--- config.mk ---
export PLATFORM = sky130hd
export DESIGN_NAME = adc_serial_reader
export DESIGN_NICKNAME = d
export VERILOG_FILES = /design/src/rtl/adc_serial_reader.sv
export SDC_FILE = /design/constraint.sdc
export NUM_CORES = 1
export LEC_CHECK = 0
export BUFFER_PORTS_ARGS = -buffer_cell sky130_fd_sc_hd__buf_2
export CAP_MARGIN = 10
export CELL_PAD_IN_SITES_DETAIL_PLACEMENT = 1
export CELL_PAD_IN_SITES_GLOBAL_PLACEMENT = 2
export CORE_MARGIN = 5
export CORE_UTILIZATION = 35
export CTS_BUF_LIST = sky130_fd_sc_hd__clkbuf_8 sky130_fd_sc_hd__clkbuf_16
export CTS_CLUSTER_SIZE = 28
export DETAILED_ROUTE_END_ITERATION = 10
export PLACE_DENSITY_LB_ADDON = 0.05
export SKIP_LAST_GASP = 1
export SYNTH_ARGS = -nofsm -noshare
export SYNTH_HDL_FRONTEND = slang
export SYNTH_SLANG_ARGS = --single-unit
--- constraint.sdc ---
create_clock -name clk -period 5 [get_ports clk]
set_input_delay 0.25 -clock clk [delete_from_list [all_inputs] [get_ports clk]]
set_output_delay 0.25 -clock clk [all_outputs]
set_load 0.1 [all_outputs]
--- src/rtl/adc_serial_reader.sv ---
module adc_serial_reader #(
  parameter int DATA_W     = 16,
  parameter int LEAD_FALLS = 5,
  parameter int EXTRA_MAX  = 2,
  parameter int CNT_W      = 5,
  parameter int DIV_W      = 8,
  parameter int MIN_HALF   = 35,
  parameter int GAP_W      = 12,
  parameter int MIN_GAP    = 80,
  parameter int PER_W      = 20,
  parameter int MIN_PERIOD = 2000
) (
  input  logic              clk,
  input  logic              rst_n,
  input  logic              start,
  input  logic              auto_en,
  input  logic              cap_rise,
  input  logic [DIV_W-1:0]  half_div,
  input  logic [CNT_W-1:0]  sclk_cycles,
  input  logic [GAP_W-1:0]  gap_cycles,
  input  logic [PER_W-1:0]  period_cycles,
  input  logic              sdata_in,
  output logic              cs_n,
  output logic              sclk,
  output logic [DATA_W-1:0] data_out,
  output logic              data_valid,
  output logic              frame_err,
  output logic              overrun
);
  localparam logic [CNT_W-1:0] MARK_N = CNT_W'(LEAD_FALLS + 1);
  localparam logic [CNT_W-1:0] LSB_N  = CNT_W'(LEAD_FALLS + 1 + DATA_W);
  localparam logic [CNT_W-1:0] N_HI   = CNT_W'(LEAD_FALLS + 1 + DATA_W + EXTRA_MAX);
  localparam logic [DIV_W-1:0] H_LO   = DIV_W'(MIN_HALF);
  localparam logic [GAP_W-1:0] G_LO   = GAP_W'(MIN_GAP);
  localparam logic [PER_W-1:0] P_LO   = PER_W'(MIN_PERIOD);

  logic              running, err_q, err_nx;
  logic [DIV_W-1:0]  div_q, half_eff;
  logic [CNT_W-1:0]  fall_q, ev_n, n_eff;
  logic [DATA_W-1:0] sh_q, sh_nx;
  logic [GAP_W-1:0]  gap_q, gap_eff;
  logic [PER_W-1:0]  since_q, per_eff;
  logic              ready, go, tick, samp, last;

  assign half_eff = (half_div < H_LO) ? H_LO : half_div;
  assign n_eff    = (sclk_cycles < LSB_N) ? LSB_N :
                    (sclk_cycles > N_HI) ? N_HI : sclk_cycles;
  assign gap_eff  = (gap_cycles < G_LO) ? G_LO : gap_cycles;
  assign per_eff  = (period_cycles < P_LO) ? P_LO : period_cycles;

  assign ready = !running && (gap_q >= gap_eff - GAP_W'(1))
                 && (since_q >= per_eff - PER_W'(1));
  assign go    = ready && (start || auto_en);
  assign tick  = running && (div_q == half_eff - DIV_W'(1));
  assign ev_n  = fall_q + CNT_W'(1);
  assign samp  = tick && (cap_rise ? !sclk : sclk);
  assign last  = tick && sclk && (ev_n == n_eff);

  always_comb begin
    sh_nx  = sh_q;
    err_nx = err_q;
    if (samp) begin
      if (ev_n == MARK_N)
        err_nx = err_q | sdata_in;
      else if (ev_n > MARK_N && ev_n <= LSB_N)
        sh_nx = {sh_q[DATA_W-2:0], sdata_in};
      else if (ev_n > LSB_N)
        err_nx = err_q | sdata_in;
    end
  end

  always_ff @(posedge clk) begin
    if (!rst_n) begin
      running    <= 1'b0;
      cs_n       <= 1'b1;
      sclk       <= 1'b0;
      div_q      <= '0;
      fall_q     <= '0;
      sh_q       <= '0;
      err_q      <= 1'b0;
      gap_q      <= '1;
      since_q    <= '1;
      data_out   <= '0;
      data_valid <= 1'b0;
      frame_err  <= 1'b0;
      overrun    <= 1'b0;
    end else begin
      data_valid <= last;
      overrun    <= start && !go;
      since_q    <= go ? '0 : (&since_q ? since_q : since_q + PER_W'(1));
      gap_q      <= last ? '0 : (&gap_q ? gap_q : gap_q + GAP_W'(1));
      sh_q       <= go ? '0 : sh_nx;
      err_q      <= go ? 1'b0 : err_nx;
      if (go) begin
        running <= 1'b1;
        cs_n    <= 1'b0;
        div_q   <= '0;
        fall_q  <= '0;
      end else if (last) begin
        running   <= 1'b0;
        cs_n      <= 1'b1;
        sclk      <= 1'b0;
        data_out  <= sh_nx;
        frame_err <= err_nx;
      end else if (running) begin
        div_q <= tick ? '0 : div_q + DIV_W'(1);
        if (tick) sclk <= !sclk;
        if (tick && sclk) fall_q <= ev_n;
      end
    end
  end

  assert_sclk_in_frame_R3: assert property (@(posedge clk) disable iff (!rst_n)
    sclk |-> !cs_n);

  assert_valid_on_release_R4: assert property (@(posedge clk) disable iff (!rst_n)
    data_valid |-> (cs_n && $past(!cs_n)));

  assert_valid_single_R4: assert property (@(posedge clk) disable iff (!rst_n)
    data_valid |=> !data_valid);

  assert_gap_kept_R7: assert property (@(posedge clk) disable iff (!rst_n)
    $fell(cs_n) |-> (gap_q >= gap_eff));

  assert_period_kept_R8: assert property (@(posedge clk) disable iff (!rst_n)
    $fell(cs_n) |-> ($past(since_q) >= $past(per_eff) - PER_W'(1)));

  assert_overrun_cause_R9: assert property (@(posedge clk) disable iff (!rst_n)
    overrun |-> $past(start));

  assert_result_hold_R10: assert property (@(posedge clk) disable iff (!rst_n)
    !data_valid |-> ($stable(data_out) && $stable(frame_err)));
endmodule

# Word level (Yosys, flattened, before mapping)
# Cells that the tools add are included.
[word_totals]
ff_bits = 84
in_bits = 51
output_inout_bits = 21
elab_cells = 87
[op_classes]
addsub = 7
order_cmp = 10
n_eq_ne = 5
muxes = 25
bitwise_logic = 4
reduce_logical = 23
[op_table]
columns = ["operator", "n"]
rows = [
  ["$mux 20", 3],
  ["$mux 16", 3],
  ["$mux 12", 3],
  ["$add 20x1->20 const B", 1],
  ["$ge 20x20->1", 1],
  ["$lt 20x11->1 const B", 1],
  ["$reduce_and 20->1", 1],
  ["$sub 20x1->20 const B", 1],
  ["$mux 8", 2],
  ["$add 12x1->12 const B", 1],
  ["$ge 12x12->1", 1],
  ["$lt 12x7->1 const B", 1],
  ["$mux 1", 12],
  ["$reduce_and 12->1", 1],
  ["$sub 12x1->12 const B", 1],
  ["$gt 5x5->1 const B", 2],
  ["$mux 5", 2],
  ["$logic_and 1x1->1", 9],
  ["$add 8x1->8 const B", 1],
  ["$eq 8x8->1", 1],
  ["$lt 8x6->1 const B", 1],
  ["$sub 8x1->8 const B", 1],
  ["$reduce_and 3->1", 2],
  ["$reduce_bool 2->1", 3],
  ["other kinds (13)", 19],
]

# Longest topological paths before layout
# Gate-level depths: netlist of run 1.
[depth]
ltp_word = 9
depth_mapped = 18
depth_no_buf = 16

# Least setup slack after synthesis of run 1
# No wires, ideal clock.
[synth_path]
path_kind = "input -> register"
from = "in period_cycles[3]"
to = "reg div_q[0]"
setup_time_ps = 70
t_arrival_ps = 4118
required_ps = 4930
slack_ps = 812
path_stages = 16
path_buffers = 1
path_cell_list = "or4_1 -> or3_1 -> nor4_2 -> and2_1 -> nand2_1 -> or3_1 -> xor2_1 -> ha_1 -> a211oi_1 -> o221ai_1 -> a2111oi_0 -> a31oi_1 -> a21bo_2 -> clkbuf_1 -> a21o_1 -> a21oi_1"
[synth_between]
elab_chain_len = 7
[synth_lines]
columns = ["element", "line_no", "text"]
rows = [
  ["start, declared", "21", "input logic [PER_W-1:0] period_cycles,"],
  ["$lt 20x11->1", "49", "assign per_eff = (period_cycles < P_LO) ? P_LO : period_cycles;"],
  ["$mux 20 *", "49", ""],
  ["$sub 20x1->20 *", "52", "&& (since_q >= per_eff - PER_W'(1));"],
  ["$ge 20x20->1 *", "52", ""],
  ["$logic_and 1x1->1 *", "52", ""],
  ["$logic_and 1x1->1 *", "53", "assign go = ready && (start || auto_en);"],
  ["$reduce_or 2->1 (no line) *", "--", ""],
  ["end signal, assigned", "106", "div_q <= tick ? '0 : div_q + DIV_W'(1);"],
  ["end, declared", "38", "logic [DIV_W-1:0] div_q, half_eff;"],
]
# Mark *: on every way between the ends. The rest lies on a longest branch, timed or not.
# A chain may end at the register's enable or synchronous reset.

# Worst setup path in the final report of run 1
[layout_path]
from = "in period_cycles[2]"
to = "reg since_q[16]"
[layout_between]
elab_chain_len = 7
word_cells_on_any_way = 8
classes_between = "add/sub: 1; order compare: 2; eq/ne: 1; mux: 2; reduce/logical: 2"
[layout_lines]
columns = ["element", "line_no", "text"]
rows = [
  ["$lt 20x11->1", "49", ""],
  ["$mux 20 *", "49", ""],
  ["$sub 20x1->20 *", "52", ""],
  ["$ge 20x20->1 *", "52", ""],
  ["$logic_and 1x1->1 *", "52", ""],
  ["$logic_and 1x1->1 *", "53", ""],
  ["$ne 2x2->1 (no line) or $mux 20 (tied branches)", "--", ""],
  ["end signal, assigned", "90", "since_q <= go ? '0 : (&since_q ? since_q : since_q + PER_W'(1));"],
  ["end, declared", "42", "logic [PER_W-1:0] since_q, per_eff;"],
]
# Marks and branches as above.

==> impl_metrics.yaml, run 1 <==
logic_synthesis:
  ys_seq_elements: 84
  syn_area_per_cell_um2: 8.52
  synth-edff-count: 0
  ys_types: 69
  syn_area_um2: 5420
  synth_nets: 726
  seq_area_frac_synth: 0.310
  syn_inst: 636
  yosys_warnings: 0
  async_flop_share: 0
  ys.flop_type: "dfxtp_1"
timing:
  rsz0062_at_grt: "false"
  post-route-min-period_ns: 4.32
  fin_skew_ns: 0.00775
  hold-worst-slack_ns: 0.164
  setup_tns_ns: 0
  finalCritPeriodShare: 0.864
  hold_viol: 0
  setup_viol: 0
  slew_violations: 0
  relSlewSlack: 0.269
  timing.fmax_mhz: 232
  worst_slew_pin_slew_ns: 1.09
floorplanning:
  dieArea_um2: 18100
  start_util: 0.356
  die_w_um: 134
  die_y_um: 134
  placementRows: 45
  io_pins: 72
  core_area_um2: 15200
critical_path:
  criticalPathCategory: "input port to register"
  timing.critical_path.buf_inv: 1
  critPathCaptureType: "register"
  cp.required_ns: 5.27
  slowest_stage: "or4_1"
  worst_path_largest_cell_delay_ns: 0.56
  worstSetupStartpointType: "input port"
  crit_fanout: 22
  critPathArrivalTime_ns: 4.59
  r2r_cells: 9
  cp.depth: 16
  path_delay_family: "simple AND/OR/NAND/NOR gates"
  crit_chain: "buf_2 -> or4_1 -> or3_1 -> nor4_2 -> and2_1 -> nand2_1 -> or3_1 -> xor2_1 -> ha_1 -> a211oi_1 -> o221ai_1 -> a2111oi_0 -> a31oi_1 -> and2_1 -> a311o_1 -> nand2_1"
layout:
  stdcell_count: 885
  regArea_um2: 1680
  fin_area_um2: 6200
  nets: 782
  mostFrequentLayoutCell: "dfxtp_1"
  drive_above_1_share: 0.175
  multi_input_area_um2: 3540
  fillCellCount: 1812
  mostFrequentLayoutCells: "84 x dfxtp_1, 71 x o21ai_0, 71 x buf_2"
  syn_to_final_growth_pct: 14.4
  diodes: 0
place:
  dp_hpwl_um: 10700
  place.gp.congestion: 0.813
  io_buffers: 71
  dpl_cell_area_um2: 5900
  place_inst: 869
routing:
  wl_um: 14000
  ant_nets: 0
  viasPerCell: 5.44
  vias: 4816
  drtIter0Drc: 181
  drc: 0
  firstDrtPassIters: 4
  drt-wirelength-per-cell_um: 15.8
global_route:
  antenna_found_initial: 0
  grt_pass1_wl_um: 23300
  overflow: 0
  grt_use_total: 0.156
  grt_pass1_vias: 4869
  grt_max_degree: 55
pwr:
  p_leak_uw: 0.00239
  cellPowerDensity_nw_per_um2: 344
  ir_drop_mv: 0.209
clock_network:
  clk_path_buf_depth: 2
  cts_tree: "yes"
  cts-root-buf: "clkbuf_16"
  ctsResizeCount: 0
  cts_made_buffers: 9
  path_clk_slew_ns: 0.07
  worst_skew_pair.late_latency_ns: 0.34
  cts_setup_buffers: 0
  cts_hold_buf: 0
  clkSinkCount: 84
  htree_levels: 3
run:
  cap_viol_max_count: 0
hold_path:
  hp-class: "input port to register"
  holdPathStages: 3
outcome:
  status: "complete, no violations"
[cell families (layout without fill, tap and decap cells)]
| family | count (synthesis) | after routing | synth area share |
|---|---|---|---|
| AND/OR/NAND/NOR | 215 | 215 | 0.217 |
| AO/OA/AOI/OAI | 177 | 177 | 0.210 |
| flip-flops | 84 | 84 | 0.310 |
| XOR/XNOR | 54 | 54 | 0.0887 |
| buffers and inverters | 43 | 104 | 0.0395 |
| adder cells (fa/ha/maj) | 39 | 39 | 0.0900 |
| multiplexers | 24 | 24 | 0.0443 |
[area by class of cell]
type | instances | share of cell area
Clock buffer | 9 | 0.0363
Clock inverter | 7 | 0.0123
Inverter | 11 | 0.00666
Multi-Input combinational cell | 509 | 0.571
Sequential cell | 84 | 0.271
Tap cell | 188 | 0.0379
Timing Repair Buffer | 77 | 0.0646
[stage by stage]
step | setup slack [ns] | util | total power (uW)
after global routing | 0.420 | 0.408 | 2300
after global placement | 0.483 | 0.388 | 1460
after floorplan | 0.812 | - | 1300
after detailed placement | 0.325 | 0.388 | 1490
final | 0.681 | 0.408 | 2130
after CTS | 0.682 | 0.408 | 2170
[worst reg2reg max path, delay by kind of cell, from the launching register on]
kind	cells	cell delay, ns
simple gates	3	1.65
xor+xnor	1	0.37
compound gates	2	0.31
flops	1	0.39
mux	1	0.07
buf+inv	1	0.41
fa+ha+maj	1	0.29
[cell usage after synthesis, types with 5 or more instances]
| cell | number | area share |
|---|---|---|
| or3_1 | 8 | 0.0092 |
| clkbuf_1 | 20 | 0.014 |
| or4_1 | 9 | 0.012 |
| dfxtp_1 | 84 | 0.31 |
| a21oi_1 | 35 | 0.032 |
| nand2_1 | 37 | 0.026 |
| and2_1 | 7 | 0.0081 |
| o21a_1 | 5 | 0.0069 |
| nand4_1 | 19 | 0.022 |
| nor2_1 | 54 | 0.037 |
| nand2b_1 | 7 | 0.0081 |
| and3_1 | 9 | 0.010 |
| o21ai_0 | 71 | 0.066 |
| nor3_1 | 14 | 0.013 |
| xnor2_1 | 23 | 0.037 |
| xor2_1 | 30 | 0.048 |
| o31ai_1 | 14 | 0.019 |
| nor4_1 | 6 | 0.0069 |
| ha_1 | 39 | 0.090 |
| a31oi_1 | 7 | 0.0081 |
| a21oi_2 | 8 | 0.013 |
| nand3_1 | 15 | 0.014 |
| inv_1 | 11 | 0.0076 |
| mux2i_1 | 24 | 0.044 |
[flip-flops by register name, indices dropped and copies added (netlist names), 5 cells and up]
register	cells
data_out	16
sh_q	16
gap_q	12
fall_q	5
since_q	20
div_q	8
[path summary, 6_finish.rpt]
path                               endpoint  slack, ns        startpoint
worst max register to register     div_q[1]       1.43         fall_q[0]
worst min-delay path                overrun       0.16             start
worst min register to register        err_q       0.46             err_q
worst max-delay path            since_q[16]       0.68  period_cycles[2]
[layer usage]
layer  wire length, um  vias to the layer above  part of all wire  GRT usage
li1                  -                     2467                 -          -
met1              6890                     2291              0.49      0.206
met2              6640                       53              0.47      0.260
met3               374                        5             0.027     0.0308
met4                80                        0            0.0057     0.0458
met5                 0                        -                 0          0
[power by group]
part           internal (uW)  switching (uW)  total [uW]
registers                747             108         856
clock network            355             309         664
logic                    248             363         611
Power figures use the tool's default switching activity.
==> run 2: changes to the inputs <==
CELL_PAD_IN_SITES_DETAIL_PLACEMENT = unset   (was 1)
CELL_PAD_IN_SITES_GLOBAL_PLACEMENT = unset   (was 2)
CORE_UTILIZATION = 45   (was 35)
==> impl_metrics.yaml, run 2 (synthesis gave the netlist of run 1 again) <==
clock_network:
  cts_setup_buffers: 0
  ctsResizeCount: 0
  path_clk_slew_ns: 0.06
  worst_skew_pair.late_latency_ns: 0.33
  cts_made_buffers: 9
  htree_levels: 3
  cts_tree: "yes"
  cts-root-buf: "clkbuf_16"
  clk_path_buf_depth: 2
  cts_hold_buf: 0
  clkSinkCount: 84
place:
  dpl_cell_area_um2: 5830
  place_inst: 826
  place.gp.congestion: 0.824
  dp_hpwl_um: 9190
  io_buffers: 71
hold_path:
  holdPathStages: 3
  hp-class: "input port to register"
critical_path:
  cp.required_ns: 5.26
  r2r_cells: 9
  cp.depth: 16
  crit_fanout: 22
  slowest_stage: "or4_1"
  worstSetupStartpointType: "input port"
  critPathArrivalTime_ns: 4.62
  reg2reg_slack_ns: 1.54
  crit_chain: "buf_2 -> or4_1 -> or3_1 -> nor4_2 -> and2_1 -> nand2_1 -> or3_1 -> xor2_1 -> ha_1 -> a211oi_1 -> o221ai_1 -> a2111oi_0 -> a31oi_1 -> and2_1 -> a311o_1 -> nand2_1"
  worst_path_largest_cell_delay_ns: 0.57
  timing.critical_path.buf_inv: 1
  criticalPathCategory: "input port to register"
  path_delay_family: "simple AND/OR/NAND/NOR gates"
  critPathCaptureType: "register"
floorplanning:
  core_area_um2: 11900
  placementRows: 40
  die_w_um: 120
  io_pins: 72
  dieArea_um2: 14300
  die_y_um: 120
  start_util: 0.455
layout:
  fillCellCount: 1178
  top_register: "since_q"
  final_util: 0.516
  mostFrequentLayoutCell: "dfxtp_1"
  stdcell_count: 842
  diodes: 0
  syn_to_final_growth_pct: 13.5
  mostFrequentLayoutCells: "84 x dfxtp_1, 71 x o21ai_0, 71 x buf_2"
  drive_above_1_share: 0.173
  nets: 780
  fin_area_um2: 6150
  largest_reg_flops: 20
  reg_top3: "since_q (20), data_out (16), sh_q (16)"
routing:
  firstDrtPassIters: 4
  drc: 0
  wl_um: 12200
  drtIter0Drc: 265
  drt-wirelength-per-cell_um: 14.5
  vias: 4787
  viasPerCell: 5.69
  ant_nets: 0
global_route:
  grt_pass1_vias: 4576
  antenna_found_initial: 0
  grt_pass1_wl_um: 21100
  overflow: 0
  grt_use_total: 0.173
  grt_max_degree: 55
timing:
  relSlewSlack: 0.194
  rsz0062_at_grt: "false"
  hold_viol: 0
  setup_tns_ns: 0
  slew_violations: 0
  fin_skew_ns: 0.00611
  post-route-min-period_ns: 4.36
  worst_slew_pin_slew_ns: 1.20
  timing.fmax_mhz: 230
  setup_viol: 0
  hold-worst-slack_ns: 0.180
  finalCritPeriodShare: 0.871
pwr:
  p_leak_uw: 0.00239
  cellPowerDensity_nw_per_um2: 349
  ir_drop_mv: 0.158
run:
  cap_viol_max_count: 0
outcome:
  status: "complete, no violations"
run 2: cell count changes in the layout (fill, tap and decap cells not counted):
cell / previous run / this run
bufinv_16: 0 / 1
clkinv_4: 2 / 0
clkbuf_8: 0 / 2
clkinvlp_4: 0 / 1
clkinv_8: 1 / 0
inv_8: 3 / 1
buf_4: 6 / 4
inv_6: 1 / 2
run 2: worst paths after layout:
kind / start / to
hold / removal: start / overrun
setup reg to reg: fall_q[0] / data_out[14]
setup / recovery: period_cycles[3] / since_q[16]
hold reg to reg: err_q / err_q
run 2: layout make-up:
cell class / count / area, um^2 / area share
multi-input combinational: 509 / 3540 / 0.575
sequential: 84 / 1680 / 0.273
timing repair buffer: 75 / 385 / 0.0627
clock buffer: 11 / 253 / 0.0411
tap: 147 / 184 / 0.0299
clock inverter: 5 / 66.3 / 0.0108
inverter: 11 / 41.3 / 0.00671
run 2: report_power, final:
part,internal (uW),switching [uW]
logic,246,348
clock network,421,275
registers,748,109
run 2: stage by stage:
stage | total power, uW | worst slack, ns
floorplan | 1300 | 0.812
global placement | 1440 | 0.366
detailed placement | 1460 | 0.330
CTS | 2170 | 0.634
global route | 2300 | 0.201
finish | 2150 | 0.643
run 2: tightest hold or removal path, delay by kind of cell:
kind | cells | cell delay (ns)
simple gates | 1 | 0.04
buf+inv | 2 | 0.18
run 2: metal layers:
| layer | vias to the layer above | wire length [um] | GRT usage |
|---|---|---|---|
| met5 | - | 0 | 0 |
| met1 | 2240 | 6050 | 0.235 |
| met2 | 68 | 5620 | 0.287 |
| met3 | 6 | 421 | 0.0316 |
| li1 | 2473 | - | - |
| met4 | 0 | 78 | 0.0387 |
